==> src/rtl/lps_pkg.sv <==
package lps_pkg;

    typedef enum logic [2:0] {
        OP_ADD  = 3'd0,
        OP_SUB  = 3'd1,
        OP_MUL  = 3'd2,
        OP_AND  = 3'd3,
        OP_OR   = 3'd4,
        OP_XOR  = 3'd5,
        OP_PASS = 3'd6,
        OP_NONE = 3'd7
    } lps_op_e;

    localparam int unsigned LANES = 2;

endpackage

==> src/rtl/lps_lane.sv <==
module lps_lane
    import lps_pkg::*;
#(
    parameter int unsigned DW = 16
) (
    input  logic [2:0]    op,
    input  logic [DW-1:0] opa,
    input  logic [DW-1:0] opb,
    output logic [DW-1:0] res
);
    localparam int unsigned PW = 2 * DW;

    logic [PW-1:0] prod;
    logic [DW-1:0] sum;
    logic [DW-1:0] logic_y;
    logic [DW-1:0] perm_y;
    lps_op_e       op_e;

    assign op_e = lps_op_e'(op);

    // multiplier: full product, low half kept
    assign prod = PW'(opa) * PW'(opb);

    // adder: subtract by two's complement of B
    always_comb begin
        if (op_e == OP_SUB) sum = opa + (~opb) + DW'(1);
        else                sum = opa + opb;
    end

    // bitwise unit
    always_comb begin
        unique case (op_e)
            OP_AND:  logic_y = opa & opb;
            OP_OR:   logic_y = opa | opb;
            default: logic_y = opa ^ opb;
        endcase
    end

    // permute unit: straight pass of operand A
    assign perm_y = opa;

    always_comb begin
        unique case (op_e)
            OP_ADD, OP_SUB:        res = sum;
            OP_MUL:                res = prod[DW-1:0];
            OP_AND, OP_OR, OP_XOR: res = logic_y;
            OP_PASS:               res = perm_y;
            default:               res = '0;
        endcase
    end

    always_comb begin
        if (op_e == OP_PASS) begin
            AST_PASS_IS_A: assert (res == opa);
        end
    end

endmodule

==> src/rtl/lps_xbar.sv <==
module lps_xbar #(
    parameter int unsigned DW = 16
) (
    input  logic          sel,
    input  logic [DW-1:0] inter,
    input  logic [DW-1:0] other,
    output logic [DW-1:0] opa,
    output logic [DW-1:0] opb
);
    always_comb begin
        if (sel) begin
            opa = other;
            opb = inter;
        end else begin
            opa = inter;
            opb = other;
        end
    end

    always_comb begin
        AST_XBAR_ROUTES_INTER: assert (opa == inter || opb == inter);
    end

endmodule

==> src/rtl/lps_chain_slice.sv <==
module lps_chain_slice
    import lps_pkg::*;
#(
    parameter int unsigned DW  = 16,
    parameter int unsigned OPW = 3
) (
    input  logic           clk,
    input  logic           rst_n,
    input  logic           i_valid,
    input  logic           i_chain,
    input  logic           i_xsel,
    input  logic [OPW-1:0] i_op0,
    input  logic [OPW-1:0] i_op1,
    input  logic [DW-1:0]  i_a0,
    input  logic [DW-1:0]  i_b0,
    input  logic [DW-1:0]  i_a1,
    input  logic [DW-1:0]  i_b1,
    output logic           o_valid,
    output logic [1:0]     o_we,
    output logic [DW-1:0]  o_r0,
    output logic [DW-1:0]  o_r1
);
    localparam logic [LANES-1:0] WE_ALL   = '1;
    localparam logic [LANES-1:0] WE_CHAIN = LANES'(1) << (LANES - 1);

    typedef struct packed {
        logic           vld;
        logic           sel;
        logic [OPW-1:0] op;
        logic [DW-1:0]  inter;
        logic [DW-1:0]  other;
    } stage_t;

    typedef struct packed {
        logic             vld;
        logic [LANES-1:0] we;
        logic [DW-1:0]    r0;
        logic [DW-1:0]    r1;
    } out_t;

    typedef struct packed {
        stage_t st;
        out_t   out;
    } state_t;

    state_t state_d, state_q;

    logic [OPW-1:0] lane_op  [LANES];
    logic [DW-1:0]  lane_a   [LANES];
    logic [DW-1:0]  lane_b   [LANES];
    logic [DW-1:0]  lane_y   [LANES];
    logic [DW-1:0]  xb_a, xb_b;
    logic           par_ok;

    lps_xbar #(.DW(DW)) u_xbar (
        .sel   (state_q.st.sel),
        .inter (state_q.st.inter),
        .other (state_q.st.other),
        .opa   (xb_a),
        .opb   (xb_b)
    );

    // operand steering: lane 1 serves the second stage while it is occupied
    always_comb begin
        lane_op[0] = i_op0;
        lane_a[0]  = i_a0;
        lane_b[0]  = i_b0;
        if (state_q.st.vld) begin
            lane_op[1] = state_q.st.op;
            lane_a[1]  = xb_a;
            lane_b[1]  = xb_b;
        end else begin
            lane_op[1] = i_op1;
            lane_a[1]  = i_a1;
            lane_b[1]  = i_b1;
        end
    end

    for (genvar g = 0; g < LANES; g++) begin : g_lane
        lps_lane #(.DW(DW)) u_lane (
            .op  (lane_op[g]),
            .opa (lane_a[g]),
            .opb (lane_b[g]),
            .res (lane_y[g])
        );
    end

    assign par_ok = i_valid && !i_chain && !state_q.st.vld;

    always_comb begin
        state_d = state_q;

        state_d.st.vld   = i_valid && i_chain;
        state_d.st.sel   = i_xsel;
        state_d.st.op    = i_op1;
        state_d.st.inter = lane_y[0];
        state_d.st.other = i_xsel ? i_a1 : i_b1;

        if (state_q.st.vld) begin
            state_d.out.vld = 1'b1;
            state_d.out.we  = WE_CHAIN;
            state_d.out.r0  = '0;
            state_d.out.r1  = lane_y[1];
        end else if (par_ok) begin
            state_d.out.vld = 1'b1;
            state_d.out.we  = WE_ALL;
            state_d.out.r0  = lane_y[0];
            state_d.out.r1  = lane_y[1];
        end else begin
            state_d.out.vld = 1'b0;
            state_d.out.we  = '0;
        end
    end

    always_ff @(posedge clk or negedge rst_n) begin
        if (!rst_n) state_q <= '0;
        else        state_q <= state_d;
    end

    assign o_valid = state_q.out.vld;
    assign o_we    = state_q.out.we;
    assign o_r0    = state_q.out.r0;
    assign o_r1    = state_q.out.r1;

    AST_PAR_ONE_CYCLE: assert property (@(posedge clk) disable iff (!rst_n)
        (i_valid && !i_chain && !state_q.st.vld) |=> (o_valid && o_we == 2'b11));
    AST_CHAIN_ENTERS_STAGE: assert property (@(posedge clk) disable iff (!rst_n)
        (i_valid && i_chain) |=> state_q.st.vld);
    AST_CHAIN_SECOND_STAGE_OUT: assert property (@(posedge clk) disable iff (!rst_n)
        state_q.st.vld |=> (o_valid && o_we == 2'b10 && o_r0 == '0));
    AST_DROP_AFTER_CHAIN: assert property (@(posedge clk) disable iff (!rst_n)
        (state_q.st.vld && i_valid && !i_chain) |=> (o_we == 2'b10));
    AST_IDLE_NO_WE: assert property (@(posedge clk) disable iff (!rst_n)
        !o_valid |-> (o_we == 2'b00));
    AST_IDLE_HOLDS: assert property (@(posedge clk) disable iff (!rst_n)
        (!o_valid && $past(rst_n)) |-> ($stable(o_r0) && $stable(o_r1)));

endmodule

==> config.mk <==
export PLATFORM = sky130hd
export DESIGN_NAME = lps_chain_slice
export DESIGN_NICKNAME = d
export VERILOG_FILES = /design/src/rtl/lps_pkg.sv /design/src/rtl/lps_lane.sv /design/src/rtl/lps_xbar.sv /design/src/rtl/lps_chain_slice.sv
export SDC_FILE = /design/constraint.sdc
export NUM_CORES = 1
export LEC_CHECK = 0
export ABC_AREA = 1
export BUFFER_PORTS_ARGS = -buffer_cell sky130_fd_sc_hd__buf_2
export CELL_PAD_IN_SITES_DETAIL_PLACEMENT = 1
export CELL_PAD_IN_SITES_GLOBAL_PLACEMENT = 1
export CORE_AREA = 5 5 188 190
export DETAILED_ROUTE_END_ITERATION = 10
export DIE_AREA = 0 0 193 195
export HOLD_SLACK_MARGIN = 0.08
export PLACE_DENSITY = 0.95
export REMOVE_ABC_BUFFERS = 1
export SLEW_MARGIN = 25
export SYNTH_ARGS = -nofsm -noshare
export SYNTH_HDL_FRONTEND = slang
export SYNTH_SLANG_ARGS = --single-unit
export TNS_END_PERCENT = 100
==> constraint.sdc <==
create_clock -name clk -period 9.1 [get_ports clk]
set_clock_uncertainty 0.05 [all_clocks]
set_input_delay 0.91 -clock clk [delete_from_list [all_inputs] [get_ports clk]]
set_output_delay 0.91 -clock clk [all_outputs]
set_load 0.01 [all_outputs]
# Yosys cells after proc, flatten, opt, wreduce, memory -nomap -nowiden
# Index checks and enable logic that the tools add are counted.
[totals] in_bits=75 reg_bits=72 output_inout_bits=35 wordCells=64
[op_classes] bitwise=8 n_addsub=6 n_reduce_logical=12 eq_ne=12 n_mul=2 n_mux=15
[op_table] operator="case mux 16 bit (4 select lines)" n=2
[op_table] operator="2-to-1 mux 16 bit" n=7
[op_table] operator="adder 16 bit" n=4
[op_table] operator="case mux 16 bit (2 select lines)" n=2
[op_table] operator="2-to-1 mux 35 bit" n=1
[op_table] operator="adder 16 x 1 -> 16 bit (second input constant)" n=2
[op_table] operator="bitwise AND 16 bit" n=2
[op_table] operator="multiplier 16 x 16 -> 16 bit" n=2
[op_table] operator="2-to-1 mux 32 bit" n=1
[op_table] operator="inverter 16 bit" n=2
[op_table] operator="bitwise OR 16 bit" n=2
[op_table] operator="XOR 16 bit" n=2
[op_table] operator="equality test 3 bit (second input constant)" n=6
[op_table] operator="equality test 3 x 2 -> 1 bit (second input constant)" n=4
[op_table] operator="equality test 3 x 1 -> 1 bit (second input constant)" n=2
[op_table] operator="zero test 3 bit" n=2
[op_table] operator="2-to-1 mux 3 bit" n=2
[op_table] operator="OR reduction 3 bit" n=2
[op_table] operator="OR reduction 2 bit" n=2
[op_table] operator="logical AND 1 bit" n=3
[op_table] operator="zero test 1 bit" n=2
[op_table] operator="nonzero test 2 bit" n=1

# Longest topological paths before layout
[depth] depth_word=9 depth_mapped=35 mapped_depth_nobuf=35

# Hierarchy
# Synthesis repeated with hierarchy kept, for this count alone.
[hier_totals] cells_unflattened=2696 area_unflattened_um2=17570.6
[by_module_without_submodules] mod="lps_lane (g_lane[1].u_lane)" seq_area_each_um2=0.0 cells_each=1129 instances=1 area_each_um2=6970.4
[by_module_without_submodules] mod="lps_lane (g_lane[0].u_lane)" seq_area_each_um2=0.0 cells_each=1095 instances=1 area_each_um2=6865.3
[by_module_without_submodules] mod="lps_chain_slice" seq_area_each_um2=1776.7 cells_each=368 instances=1 area_each_um2=3238.1
[by_module_without_submodules] mod="lps_xbar" seq_area_each_um2=0.0 cells_each=104 instances=1 area_each_um2=496.7

# Worst setup path before layout
# OpenSTA, ideal clock, no wires.
[synth_path] path_type="input to register" from="input i_b1[1]" to="register state_q, in the netlist o_r1[12]" arrival_time_ns=5.682 required_time_ns=8.933 setup_ns=0.117 path_slack_ns=3.252 stages=29 n_path_buf=0 cell_sequence="nand2_1 > nand2_2 > clkinv_1 > nor2_1 > fa_1 > inv_1 > fa_1 > inv_1 > ha_1 > fa_1 > fa_1 > inv_1 > fa_1 > inv_1 > ha_1 > nand2_1 > o21ai_0 > inv_1 > nand2_1 > nand2_1 > nand2_1 > a21oi_1 > or2_2 > nand3_1 > o2111ai_1 > inv_1 > nand2_1 > nand2_1 > nand2_1"
[synth_via] elab_chain_len=8 word_cells_on_any_way=10 classes_between="add/sub (3); mul (1); mux (5); bitwise (1)"
[synth_rtl] item="from (decl)" line="lps_chain_slice.sv:17" text="input logic [DW-1:0] i_b1,"
[synth_rtl] item="2-to-1 mux 16 bit *" line="lps_chain_slice.sv:68" text="if (state_q.st.vld) begin"
[synth_rtl] item="inverter 16 bit" line="lps_lane.sv:26" text="if (op_e == OP_SUB) sum = opa + (~opb) + DW'(1);"
[synth_rtl] item="adder 16 bit" line="lps_lane.sv:26"
[synth_rtl] item="adder 16 x 1 -> 16 bit" line="lps_lane.sv:26"
[synth_rtl] item="2-to-1 mux 16 bit" line="lps_lane.sv:26"
[synth_rtl] item="case mux 16 bit (4 select lines) *" line="lps_lane.sv:43" text="unique case (op_e)"
[synth_rtl] item="2-to-1 mux 32 bit" line="lps_chain_slice.sv:104" text="end else if (par_ok) begin"
[synth_rtl] item="2-to-1 mux 35 bit *" line="lps_chain_slice.sv:99" text="if (state_q.st.vld) begin"
[synth_rtl] item="to (signal assigned)" line="lps_chain_slice.sv:117" text="else state_q <= state_d;"
[synth_rtl] item="to (decl)" line="lps_chain_slice.sv:46" text="state_t state_d, state_q;"
# Mark *: on every way between the ends. The rest lies on a longest branch, timed or not. The select of a mux whose other input is x is not followed.
# A chain may end at the register's enable or synchronous reset.

# Worst setup path after layout
[layout_path] from="register state_q[71] (netlist bit)" to="register state_q, in the netlist o_r1[15]"
[layout_via] elab_chain_len=8 word_cells_on_any_way=28 classes_between="add/sub (3); mul (1); eq/ne (6); mux (8); bitwise (4); reduce/logical (6)"
[layout_rtl] item="2-to-1 mux 16 bit" line="lps_chain_slice.sv:68"
[layout_rtl] item="inverter 16 bit" line="lps_lane.sv:26"
[layout_rtl] item="adder 16 bit" line="lps_lane.sv:26"
[layout_rtl] item="adder 16 x 1 -> 16 bit" line="lps_lane.sv:26"
[layout_rtl] item="2-to-1 mux 16 bit" line="lps_lane.sv:26"
[layout_rtl] item="case mux 16 bit (4 select lines)" line="lps_lane.sv:43"
[layout_rtl] item="2-to-1 mux 32 bit" line="lps_chain_slice.sv:104"
[layout_rtl] item="2-to-1 mux 35 bit" line="lps_chain_slice.sv:99"
# Parallel ways exist; a longest one is shown, timed or not. The select of a mux whose other input is x is not followed.

==> flow_summary.yaml <==
grt:
  busiest_layer: "met2"
  grt_usage_pct: 34.7
  grt_use_met2_pct: 57.5
  grt_max_degree: 53
  use_met3_pct: 7.34
  grt_overflow: 0
  grt_pass1_vias: 18500
  grt_first_pass_wirelength_um: 102000
  antenna_found_initial: 0
  grtUsageMet1_pct: 42.8
cts:
  numCtsBuffers: 9
  clk_latency_ns: 0.37
  root_buffer: "clkbuf_16"
  cts_hold_buf: 0
  cts_setup_buffers: 0
  cts.htree.levels: 3
  cts-resized-gates: 0
  clk_pin_slew_ns: 0.08
  cts_tree: "built"
  cts_buffer_depth: 2
  clock-sinks: 71
power:
  power_density_mw_per_mm2: 286
  p_leak_nw: 9.99
  ir_worst_vdd_mv: 0.393
  fin_total_pwr_w: 0.00499
synth:
  syn_avg_cell_area_um2: 6.84
  synth_top_cell_area_share_pct: 19.7
  synth-async-reset-ratio_pct: 100
  synthSimpleGateAreaFrac_pct: 24.2
  netlist_area_mm2: 0.0165
  yosys-mux-area-fraction_pct: 0.272
  ys_seq_elements: 71
  synth-main-ff-cell: "dfrtp_1"
  ys_types: 58
  synth_xor_xnor_area_share_pct: 1.91
  synthTopCellsByCount: "nand2_1 (653), inv_1 (500), ha_1 (194), fa_1 (163), nor2_1 (163)"
  synthAdderAreaFrac_pct: 34.4
  synth_area_leaders: "fa_1 (20%), nand2_1 (15%), ha_1 (15%), inv_1 (11%), dfrtp_1 (11%)"
  ys_seq_area_share_pct: 10.7
  synth_compound_area_share_pct: 12.7
  yosysMostFrequentCell: "nand2_1"
  synth-edff-count: 0
  synth_largest_area_cell: "fa_1"
  synth_cells: 2421
  yosysWarnings: 0
  synth_top_family_by_area: "adder cells"
floorplan:
  die_h_um: 195
  ios: 110
  num_rows: 67
  initial_core_util_pct: 49.7
  die_area_mm2: 0.0376
  chipWidth_um: 193
  core_area_mm2: 0.0333
critical_path:
  crit_type: "register to register"
  r2r-end: "o_r1[15]"
  cp_max_fo: 36
  rr_startpoint: "state_q[71]"
  reg2reg_depth: 26
  r2r_setup_slack_ns: 1.99
  worstPathRequired_ns: 9.30
  arrival_ns: 7.31
  critPathCaptureType: "register"
  startpoint_type: "register"
route:
  drt.antenna.violating_nets: 0
  post_drt_wl_per_cell_um: 22.6
  vias_per_cell: 5.87
  drt_iter0_drc: 1425
  drcViolationCount: 0
  routed_wl_um: 65500
  firstDrtPassIters: 8
  via_count: 17000
cells_and_area:
  layout.nets: 2876
  stdcell_count: 2897
  syn2layout_area_growth_pct: 5.69
  area.sequential_mm2: 0.00178
  fillers: 4463
  multi_input_area_mm2: 0.0122
  n_antenna_cell: 0
  drive_gt1_share_pct: 8.49
timing:
  period_needed_ns: 7.11
  clock.fmax_mhz: 141
  worst_pin_slew_ns: 1.03
  hold_viol: 0
  timing.final.crit_share_pct: 78.1
  drv_slew: 0
  slew_headroom_pct: 30.8
  rsz0062_at_grt: "no"
  whs_ns: 0.398
  finalSetupViolCount: 0
  fin_tns_setup_ns: 0
min_path:
  min_path_type: "primary input to async pin"
placement:
  gp_congestion: 1.01
  dpl.hpwl_um: 52900
  place_inst: 2881
  io_buffers: 109
run:
  drv_cap: 0
status:
  status: "completed"
-- layout by cell type (no fill, tap or decap), types with 12 or more instances in the layout --
cell type  count
a21oi_1       92
dfrtp_1       70
nand2_1      653
nand3_1       88
o21ai_0       93
buf_2        108
xor2_1        24
buf_4         21
xnor2_1       12
o211ai_1      19
a221oi_1      12
inv_1        500
fa_1         163
nor2_1       163
inv_2         13
nor3_1        21
nand2_2       14
ha_1         194
o21ai_1       12
a22oi_1       14
-- state kept, by name (all words and copies together), names as in the netlist --
name     cells
state_q     37
o_we         1
o_valid      1
o_r1        16
o_r0        16
-- layout make-up --
| type | count | share of cell area, % |
|---|---|---|
| Multi-Input combinational cell | 1714 | 69.5 |
| Inverter | 519 | 11.2 |
| Sequential cell | 71 | 10.2 |
| Timing Repair Buffer | 129 | 3.99 |
| Tap cell | 448 | 3.20 |
| Clock buffer | 10 | 1.31 |
| Clock inverter | 6 | 0.665 |
-- kinds of logic after synthesis --
kind of cell             count (synthesis)
buffers and inverters                  636
adder cells (fa/ha/maj)                357
XOR/XNOR                                36
AND/OR/NAND/NOR                        981
flip-flops                              71
multiplexers                             4
AO/OA/AOI/OAI                          336
-- worst max-delay path, stage by stage (launching register included) --
cell	delay (ns)
dfrtp_2	0.89
buf_4	0.44
nand3_1	0.14
nand2_2	0.28
clkinv_1	0.35
nor2_1	0.25
fa_1	0.43
inv_1	0.10
fa_1	0.43
inv_1	0.12
fa_1	0.45
fa_1	0.55
inv_1	0.06
fa_1	0.46
fa_1	0.55
inv_1	0.06
ha_1	0.37
nand4_1	0.13
inv_1	0.06
nand2_1	0.06
o211ai_1	0.08
a31oi_1	0.25
nand3_1	0.13
nand3_1	0.10
nand2_1	0.06
nand2_1	0.06
nand2_1	0.05
-- where the power goes --
part	internal [W]	switching (W)	total, W
Clock	0.000270	0.000170	0.000440
Combinational	0.00144	0.00268	0.00413
Sequential	0.000383	0.0000452	0.000428
Total	0.00210	0.00290	0.00499
-- how the worst max path moves through the flow --
stage | from | end | depth (start not counted)
2_1_floorplan | state_q[71] | o_r1[12] | 30
3_3_place_gp | state_q[71] | o_r1[13] | 29
3_5_place_dp | state_q[71] | o_r1[15] | 26
4_1_cts | state_q[71] | o_r1[15] | 26
5_1_grt | state_q[71] | o_r1[12] | 28
6_report | state_q[71] | o_r1[15] | 26
-- metal layers --
metal / vias to the layer above / share of wire (%)
met3: 266 / 8.6
met2: 907 / 47
li1: 7478 / -
met5: - / 0
met4: 0 / 5.8
met1: 8343 / 39
-- metrics by stage --
stage	setup slack [ns]	instance area, um^2	util (%)
finish	1.99	17500	52.6
global route	1.54	17500	52.6
CTS	2.10	17500	52.6
detailed placement	2.12	17100	51.5
global placement	2.40	17100	51.5
floorplan	2.21	15900	-
Power figures use the tool's default switching activity.
